### config.mk
export PLATFORM = sky130hd
export DESIGN_NAME = dual_arm_watchdog
export DESIGN_NICKNAME = d
export VERILOG_FILES = /design/src/rtl/dawd_pkg.sv /design/src/rtl/dawd_timebase.sv /design/src/rtl/dawd_interval.sv /design/src/rtl/dawd_fsm.sv /design/src/rtl/dawd_regs.sv /design/src/rtl/dual_arm_watchdog.sv
export SDC_FILE = /design/constraint.sdc
export NUM_CORES = 1
export LEC_CHECK = 0
export BUFFER_PORTS_ARGS = -buffer_cell sky130_fd_sc_hd__clkbuf_2
export CORE_MARGIN = 2
export CORE_UTILIZATION = 53
export DETAILED_ROUTE_END_ITERATION = 7
export GPL_TIMING_DRIVEN = 1
export PLACE_DENSITY = 0.78
export SETUP_SLACK_MARGIN = 0.1
export SYNTH_ARGS = -nofsm -noshare
export SYNTH_HDL_FRONTEND = slang
export SYNTH_HIERARCHICAL = 1
export SYNTH_SLANG_ARGS = --single-unit
### constraint.sdc
create_clock -name clk -period 3.4 [get_ports clk]
set_input_delay 0.85 -clock clk [delete_from_list [all_inputs] [get_ports clk]]
set_output_delay 0.85 -clock clk [all_outputs]
set_load 0.05 [all_outputs]
### src/rtl/dawd_pkg.sv
package dawd_pkg;

    typedef enum logic [1:0] {
        ST_DISARMED = 2'd0,
        ST_WATCH    = 2'd1,
        ST_WARNED   = 2'd2,
        ST_BITE     = 2'd3
    } wd_state_e;

    localparam int BUS_W  = 32;
    localparam int ADDR_W = 4;

    localparam logic [1:0] IDX_CTRL_A = 2'd0;
    localparam logic [1:0] IDX_CTRL_B = 2'd1;
    localparam logic [1:0] IDX_TBASE  = 2'd2;

    localparam int BIT_RSTAT = 3;
    localparam int BIT_WARN  = 2;
    localparam int BIT_EN_A  = 1;
    localparam int BIT_EN_B  = 0;

endpackage

### src/rtl/dawd_timebase.sv
module dawd_timebase #(
    parameter int TB_W = 32
) (
    input  logic            clk,
    input  logic            rst_n,
    output logic [TB_W-1:0] tb_count
);

    always_ff @(posedge clk) begin
        if (!rst_n) begin
            tb_count <= '0;
        end else begin
            tb_count <= tb_count + {{(TB_W-1){1'b0}}, 1'b1};
        end
    end

endmodule

### src/rtl/dawd_interval.sv
module dawd_interval #(
    parameter int LOG2 = 16
) (
    input  logic clk,
    input  logic rst_n,
    input  logic run,
    input  logic restart,
    output logic expire
);

    localparam logic [LOG2-1:0] LAST = {LOG2{1'b1}};

    logic [LOG2-1:0] cnt;

    always_ff @(posedge clk) begin
        if (!rst_n) begin
            cnt <= '0;
        end else if (!run || restart) begin
            cnt <= '0;
        end else begin
            cnt <= cnt + {{(LOG2-1){1'b0}}, 1'b1};
        end
    end

    always_comb begin
        expire = run && !restart && (cnt == LAST);
    end

endmodule

### src/rtl/dawd_fsm.sv
module dawd_fsm
    import dawd_pkg::*;
(
    input  logic      clk,
    input  logic      rst_n,
    input  logic      armed,
    input  logic      keepalive,
    input  logic      expire,
    output wd_state_e state,
    output logic      warn_flag,
    output logic      bite,
    output logic      run,
    output logic      restart
);

    wd_state_e state_nx;

    always_ff @(posedge clk) begin
        if (!rst_n) begin
            state <= ST_DISARMED;
        end else begin
            state <= state_nx;
        end
    end

    always_comb begin
        state_nx = state;
        unique case (state)
            ST_DISARMED: begin
                if (armed) state_nx = ST_WATCH;
            end
            ST_WATCH: begin
                if (!armed)         state_nx = ST_DISARMED;
                else if (keepalive) state_nx = ST_WATCH;
                else if (expire)    state_nx = ST_WARNED;
            end
            ST_WARNED: begin
                if (!armed)         state_nx = ST_DISARMED;
                else if (keepalive) state_nx = ST_WATCH;
                else if (expire)    state_nx = ST_BITE;
            end
            ST_BITE: begin
                state_nx = armed ? ST_WATCH : ST_DISARMED;
            end
        endcase
    end

    always_comb begin
        warn_flag = 1'b0;
        bite      = 1'b0;
        run       = 1'b0;
        unique case (state)
            ST_DISARMED: ;
            ST_WATCH:    run = 1'b1;
            ST_WARNED: begin
                run       = 1'b1;
                warn_flag = 1'b1;
            end
            ST_BITE:     bite = 1'b1;
        endcase
        restart = keepalive && run;
    end

endmodule

### src/rtl/dawd_regs.sv
module dawd_regs
    import dawd_pkg::*;
#(
    parameter bit ENABLE_ONCE = 1'b0,
    parameter int TB_W        = 32
) (
    input  logic              clk,
    input  logic              rst_n,
    input  logic [ADDR_W-1:0] bus_addr,
    input  logic              bus_wr,
    input  logic [BUS_W-1:0]  bus_wdata,
    input  logic              warn_flag,
    input  logic              bite,
    input  logic [TB_W-1:0]   tb_count,
    output logic [BUS_W-1:0]  bus_rdata,
    output logic              armed,
    output logic              keepalive,
    output logic              rstat
);

    localparam int IDX_LSB = 2;

    logic       aligned;
    logic [1:0] idx;
    logic       wr_a;
    logic       wr_b;
    logic       en_a;
    logic       en_b;
    logic       hold;
    logic       unused_wdata_bits;

    assign unused_wdata_bits = ^bus_wdata[BUS_W-1:BIT_RSTAT+1];

    always_comb begin
        aligned = (bus_addr[IDX_LSB-1:0] == '0);
        idx     = bus_addr[ADDR_W-1:IDX_LSB];
        wr_a    = bus_wr && aligned && (idx == IDX_CTRL_A);
        wr_b    = bus_wr && aligned && (idx == IDX_CTRL_B);
        armed   = en_a && en_b;
        keepalive = wr_a && (bus_wdata[BIT_WARN] || bus_wdata[BIT_RSTAT]);
    end

    generate
        if (ENABLE_ONCE) begin : g_sticky
            assign hold = armed;
        end else begin : g_free
            assign hold = 1'b0;
        end
    endgenerate

    always_ff @(posedge clk) begin
        if (!rst_n) begin
            en_a <= 1'b0;
            en_b <= 1'b0;
        end else begin
            if (wr_a) en_a <= bus_wdata[BIT_EN_A] || hold;
            if (wr_b) en_b <= bus_wdata[BIT_EN_B] || hold;
        end
    end

    always_ff @(posedge clk) begin
        if (!rst_n) begin
            rstat <= 1'b0;
        end else if (bite) begin
            rstat <= 1'b1;
        end else if (wr_a && bus_wdata[BIT_RSTAT]) begin
            rstat <= 1'b0;
        end
    end

    always_comb begin
        bus_rdata = '0;
        if (aligned) begin
            unique case (idx)
                IDX_CTRL_A: begin
                    bus_rdata[BIT_RSTAT] = rstat;
                    bus_rdata[BIT_WARN]  = warn_flag;
                    bus_rdata[BIT_EN_A]  = en_a;
                end
                IDX_CTRL_B: bus_rdata[BIT_EN_B] = en_b;
                IDX_TBASE:  bus_rdata[TB_W-1:0] = tb_count;
                default:    bus_rdata = '0;
            endcase
        end
    end

endmodule

### src/rtl/dual_arm_watchdog.sv
module dual_arm_watchdog
    import dawd_pkg::*;
#(
    parameter int INTERVAL_LOG2 = 16,
    parameter bit ENABLE_ONCE   = 1'b0
) (
    input  logic              clk,
    input  logic              rst_n,
    input  logic [ADDR_W-1:0] bus_addr,
    input  logic              bus_wr,
    input  logic [BUS_W-1:0]  bus_wdata,
    output logic [BUS_W-1:0]  bus_rdata,
    output logic              wdt_irq,
    output logic              sys_rst_out
);

    localparam int TB_W = BUS_W;

    logic [TB_W-1:0] tb_count;
    logic            armed;
    logic            keepalive;
    logic            rstat;
    logic            expire;
    logic            warn_flag;
    logic            bite;
    logic            run;
    logic            restart;
    wd_state_e       state;

    dawd_timebase #(.TB_W(TB_W)) u_tbase (
        .clk      (clk),
        .rst_n    (rst_n),
        .tb_count (tb_count)
    );

    dawd_regs #(.ENABLE_ONCE(ENABLE_ONCE), .TB_W(TB_W)) u_regs (
        .clk       (clk),
        .rst_n     (rst_n),
        .bus_addr  (bus_addr),
        .bus_wr    (bus_wr),
        .bus_wdata (bus_wdata),
        .warn_flag (warn_flag),
        .bite      (bite),
        .tb_count  (tb_count),
        .bus_rdata (bus_rdata),
        .armed     (armed),
        .keepalive (keepalive),
        .rstat     (rstat)
    );

    dawd_interval #(.LOG2(INTERVAL_LOG2)) u_ival (
        .clk     (clk),
        .rst_n   (rst_n),
        .run     (run),
        .restart (restart),
        .expire  (expire)
    );

    dawd_fsm u_fsm (
        .clk       (clk),
        .rst_n     (rst_n),
        .armed     (armed),
        .keepalive (keepalive),
        .expire    (expire),
        .state     (state),
        .warn_flag (warn_flag),
        .bite      (bite),
        .run       (run),
        .restart   (restart)
    );

    assign wdt_irq     = warn_flag;
    assign sys_rst_out = bite;

endmodule

==> results_dict.tcl, run 1 <==
set metrics [dict create \
    grt_pass1_wl_um 9708 \
    antenna_left 0 \
    post_drt_wl_per_cell_um 12.59 \
    path_max_fanout 28 \
    post_synth.cell_area_avg_um2 8.669 \
    rsz0062_at_grt "no" \
    ys_seq_area_frac 0.3632 \
    grt_max_degree 29 \
    cts_hold_buf 0 \
    yosysMostFrequentCell "dfxtp_1" \
    rows 27 \
    portBuffers 44 \
    die_area_mm2 0.006122 \
    die_height_um 78.25 \
    nets 426 \
    slew_viol_final 0 \
    routed_wl_um 5653 \
    cts_resized 0 \
    grt_pass1_vias 2268 \
    ys_async_sr_fraction 0 \
    synth.largest_area_cell "dfxtp_1" \
    dp_hpwl_um 4033 \
    slowest_stage "clkbuf_2" \
    layout-drive-gt1-share 0.1989 \
    synth_area_mm2 0.002922 \
    ys_types 48 \
    holdWs_ns 0.4772 \
    yosys-top-cells-count "dfxtp_1 (53), nand2_1 (25), a21oi_1 (24)" \
    coreArea_mm2 0.005405 \
    synthAdderAreaFrac 0.04711 \
    start_util 0.5405 \
    cp_cell_sequence "clkbuf_2 -> inv_1 -> ha_1 -> nor3b_4 -> buf_4 -> and2_2 -> clkbuf_2" \
    grt_use_total 0.1920 \
    worstSetupStartpointType "input pin" \
    synth_top_area_frac 0.3632 \
    cts-root-buf "clkbuf_8" \
    fin_skew_ns 0.006825 \
    synth_compound_area_frac 0.1362 \
    first_iter_violations 90 \
    synth_xor_area_frac 0.03597 \
    io_pins 73 \
    cp.arrival_ns 2.20 \
    postCtsSetupBuffers 0 \
    setup_viol 0 \
    antenna_found_initial 0 \
    gr-total-overflow 0 \
    slowest_delay_ns 0.27 \
    drt_first_pass_iters 4 \
    num_vias 2548 \
    areaGrowthSynthToFinish_pct 12.89 \
    cts_sinks 53 \
    tns_ns 0 \
    syn-num-nets 387 \
    tightest_slew_ns 0.5881 \
    min_period_over_period 0.8974 \
    synth-edff-count 0 \
    fill_cells 491 \
    clock_latency_ns 0.31 \
    critPathKind "input pin to primary output" \
    synth.area.mux_share 0.03084 \
    hold_violations 0 \
    cts_buffers 5 \
    routed_via_density 5.675 \
    cts_tree "yes" \
    fin_total_pwr_w 0.001120 \
    fin_area_mm2 0.003298 \
    cp_common_cell "clkbuf_2" \
    path_clk_slew_ns 0.09 \
    dominantRegCellSynth "dfxtp_1" \
    synth_area_leaders "dfxtp_1 (36%), ha_1 (4.7%), or4_1 (4.6%)" \
    gp_congestion 0.7326 \
    crit_path_end_kind "primary output" \
    htree_levels 2 \
    p_leak_nw 1.152 \
    worst_ir_drop_vdd_mv 0.1985 \
    cap_violations 0 \
    clk_path_buf_depth 2 \
    required_ns 2.55 \
    route.detailed.drc 0 \
    synth-seq-cells 53 \
    register_area_mm2 0.001061 \
    place_area_mm2 0.003178 \
    multiInputGateArea_mm2 0.001735 \
    relSlewSlack 0.6079 \
    synth_top_family_by_area "simple AND/OR/NAND/NOR gates" \
    power.density_mw_per_mm2 339.6 \
    antenna_cells 0 \
    yosysWarnings 6 \
    status "finished, final reports clean" \
    die_w_um 78.25 \
    hold_class "flop to flop" \
    synth_simple_gate_area_share 0.3418 \
    period_needed_ns 3.051 \
    synthCells 337 \
    max_freq_ghz 0.3277 \
]
cell usage in the layout, fill, tap and decap left out, types with 3 or more instances in the layout:
cell type,count
dfxtp_1,53
clkbuf_2,44
nand2_1,25
a21oi_1,24
and2_1,21
or4_1,18
o31ai_1,16
nor2_1,15
inv_1,14
nand3_1,13
ha_1,11
and2_2,11
o21ai_0,10
nand4_1,10
mux2i_1,9
or3_1,7
xnor2_1,7
clkbuf_8,6
nand2b_1,6
nor3_1,6
nor4_1,5
xor2_1,5
o21a_1,4
a22oi_1,4
and4_1,3
report_power, final:
| group | switching (W) | internal, W |
|---|---|---|
| Clock | 0.000210 | 0.000240 |
| Sequential | 0.00000506 | 0.000624 |
| Combinational | 0.0000260 | 0.0000159 |
final timing paths:
| check | slack, ns | depth (start not counted) | from | end |
|---|---|---|---|---|
| worst max register to register | 1.15 | 5 | u_tbase/tb_count[0] | u_tbase/tb_count[20] |
| worst min register to register | 0.48 | 2 | u_ival/cnt[15] | u_ival/cnt[15] |
| worst max-delay path | 0.35 | 7 | bus_addr[2] | bus_rdata[9] |
| worst min-delay path | 0.48 | 2 | u_ival/cnt[15] | u_ival/cnt[15] |
registers in the layout, indices dropped and copies added (netlist names):
signal / count
u_regs/rstat: 1
u_fsm/state: 2
u_ival/cnt: 16
u_regs/en_a: 1
u_regs/en_b: 1
u_tbase/tb_count: 32
cell families (layout without fill, tap and decap cells):
family,after synthesis,count (layout)
AO/OA/AOI/OAI,64,64
XOR/XNOR,12,12
adder cells (fa/ha/maj),11,11
buffers and inverters,29,69
flip-flops,53,53
multiplexers,9,9
AND/OR/NAND/NOR,159,159
stage by stage:
step | instances | worst slack [ns] | util
finish | 449 | 0.3487 | 0.6102
global route | 449 | 0.2689 | 0.6102
CTS | 449 | 0.3577 | 0.6102
detailed placement | 441 | 0.3568 | 0.5880
global placement | 441 | 0.3953 | 0.5880
floorplan | 337 | 0.2605 | -
layout make-up:
cell class / count / area share
Multi-Input combinational cell: 255 / 0.5262
Sequential cell: 53 / 0.3217
Timing Repair Buffer: 46 / 0.07132
Tap cell: 72 / 0.02731
Clock buffer: 6 / 0.02504
Inverter: 15 / 0.01707
Clock inverter: 2 / 0.01138
critical path, delay by kind of cell:
kind | cells | cell delay [ns]
adders and majority gates | 1 | 0.24
buffers and inverters | 4 | 0.69
and+or+nand+nor | 2 | 0.40
routing by layer:
| metal | share of wire | GRT usage |
|---|---|---|
| met1 | 0.47 | 0.2240 |
| met2 | 0.49 | 0.3552 |
| met3 | 0.029 | 0.03563 |
| met4 | 0.013 | 0.05789 |
| met5 | 0 | 0 |
No activity file was read; power rests on OpenSTA's default activity.
==> run 2, diff against run 1 <==
--- a/config.mk
+++ b/config.mk
@@ -11,6 +11,7 @@
 export DETAILED_ROUTE_END_ITERATION = 7
 export GPL_TIMING_DRIVEN = 1
 export PLACE_DENSITY = 0.78
+export RECOVER_POWER = 25
 export SETUP_SLACK_MARGIN = 0.1
 export SYNTH_ARGS = -nofsm -noshare
 export SYNTH_HDL_FRONTEND = slang
==> run 2 against run 1 <==
Power fell by 0.29%; core utilization down 0.21 points; hold slack improved by 0.0011 ns; setup slack improved by 0.0058 ns; critical path depth is the same; critical path type unchanged; largest power group unchanged.
==> results_dict.tcl, run 2 (same netlist as run 1, synthesis figures left out) <==
set metrics [dict create \
    route.detailed.drc 0 \
    fin_cells 449 \
    grt_use_total 0.1920 \
    clk_path_buf_depth 2 \
    largest_register "u_tbase/tb_count" \
    power.switching_w 0.0002381 \
    clock_latency_ns 0.31 \
    hold_violations 0 \
    tightest_slew_ns 0.8592 \
    path_clk_slew_ns 0.09 \
    cts_hold_buf 0 \
    final_cell_mix "dfxtp_1 (53), clkbuf_2 (42), nand2_1 (25), a21oi_1 (24), and2_1 (21)" \
    critPathKind "input pin to primary output" \
    slowest_delay_ns 0.27 \
    worstSetupStartpointType "input pin" \
    grt_max_degree 29 \
    areaGrowthSynthToFinish_pct 12.51 \
    critPathTopFamily "buffers and inverters" \
    first_iter_violations 86 \
    cts_resized 0 \
    layout-drive-gt1-share 0.1857 \
    dp_hpwl_um 4033 \
    period_needed_ns 3.046 \
    die_w_um 78.25 \
    setup_viol 0 \
    slew_viol_final 0 \
    cts_tree "yes" \
    cp_common_cell "clkbuf_2" \
    postCtsSetupBuffers 0 \
    slowest_stage "clkbuf_2" \
    grt_pass1_wl_um 9708 \
    relSlewSlack 0.4272 \
    start_util 0.5405 \
    cts_sinks 53 \
    die_height_um 78.25 \
    gp_congestion 0.7326 \
    fin_skew_ns 0.007318 \
    largestRegisters "u_tbase/tb_count: 32 flops, u_ival/cnt: 16 flops, u_fsm/state: 2 flops" \
    cp.arrival_ns 2.20 \
    required_ns 2.55 \
    holdWs_ns 0.4783 \
    fin_area_mm2 0.003287 \
    rows 27 \
    routed_wl_um 5649 \
    p_sw_frac 0.2132 \
    portBuffers 44 \
    combPwrFrac 0.037 \
    min_period_over_period 0.8957 \
    worst_ir_drop_vdd_mv 0.1969 \
    pre_cts_slack_ns 0.3568 \
    cts_buffers 5 \
    layout_setup_ws_ns 0.3545 \
    die_area_mm2 0.006122 \
    antenna_found_initial 0 \
    final_common_cell "dfxtp_1" \
    cp_cell_sequence "clkbuf_2 -> inv_1 -> ha_1 -> nor3b_4 -> buf_4 -> and2_2 -> clkbuf_2" \
    io_pins 73 \
    coreArea_mm2 0.005405 \
    max_freq_ghz 0.3284 \
    cap_violations 0 \
    num_vias 2540 \
    place_area_mm2 0.003178 \
    p_clk_frac 0.400 \
    nets 426 \
    placed_cells 441 \
    fill_cells 495 \
    hold_class "flop to flop" \
    p_seq_frac 0.563 \
    p_leak_nw 1.144 \
    routed_via_density 5.657 \
    largest_reg_flops 32 \
    internal_power_w 0.0008787 \
    crit_path_end_kind "primary output" \
    htree_levels 2 \
    power.density_mw_per_mm2 339.8 \
    path_max_fanout 28 \
    post_drt_wl_per_cell_um 12.58 \
    tns_ns 0 \
    cts-root-buf "clkbuf_8" \
    drt_first_pass_iters 4 \
    status "finished, final reports clean" \
    antenna_cells 0 \
    crit_buf_inv 4 \
    antenna_left 0 \
    rsz0062_at_grt "no" \
    gr-total-overflow 0 \
    grt_pass1_vias 2268 \
]
[run 2: cell types whose count changed in the layout (fill, tap and decap cells not counted), sizes merged]
cell    delta
buf        -1
clkbuf     +1
[run 2: final timing paths]
kind,from,endpoint,slack [ns],cells after the start
worst max-delay path,bus_addr[2],bus_rdata[9],0.35,7
worst min-delay path,u_ival/cnt[14],u_ival/cnt[14],0.48,2
worst max register to register,u_tbase/tb_count[0],u_tbase/tb_count[20],1.13,5
worst min register to register,u_ival/cnt[14],u_ival/cnt[14],0.48,2
[run 2: through the flow]
stage                     utilization  total power [W]
after CTS                      0.6102         0.001133
after detailed placement       0.5880        0.0006849
final                          0.6081         0.001117
after global routing           0.6081         0.001161
after global placement         0.5880        0.0006830
after floorplan                     -        0.0006678
[run 2: metal layers]
metal / GRT usage / up-vias / part of all wire
li1: - / 1302 / -
met1: 0.2240 / 1195 / 0.47
met2: 0.3552 / 37 / 0.49
met3: 0.03563 / 6 / 0.033
met4: 0.05789 / 0 / 0.013
met5: 0 / - / 0
[run 2: power by group through the flow]
stage / combinational (W) / sequential (W) / clock [W]
after floorplan: 0.0000258 / 0.000642 / 0
after global placement: 0.0000400 / 0.000643 / 0
after detailed placement: 0.0000416 / 0.000643 / 0
after CTS: 0.0000419 / 0.000629 / 0.000462
after global routing: 0.0000460 / 0.000630 / 0.000485
final: 0.0000413 / 0.000629 / 0.000447
[run 2: final cells by class]
class,count,area [um^2],area share
multi-input cells,255,1730,0.5265
clock inverters,2,37.54,0.01142
flip-flops and latches,53,1061,0.3228
inverters,15,56.30,0.01713
well taps,72,90.09,0.02741
clock buffers,6,82.58,0.02512
repair buffers,46,229.0,0.06966
[run 2: worst register-to-register path, cell delays in order, from the launching register on]
cell     delay, ns
dfxtp_1       0.42
ha_1          0.25
and4_1        0.28
or4b_1        0.63
or4_1         0.47
a21oi_1       0.15
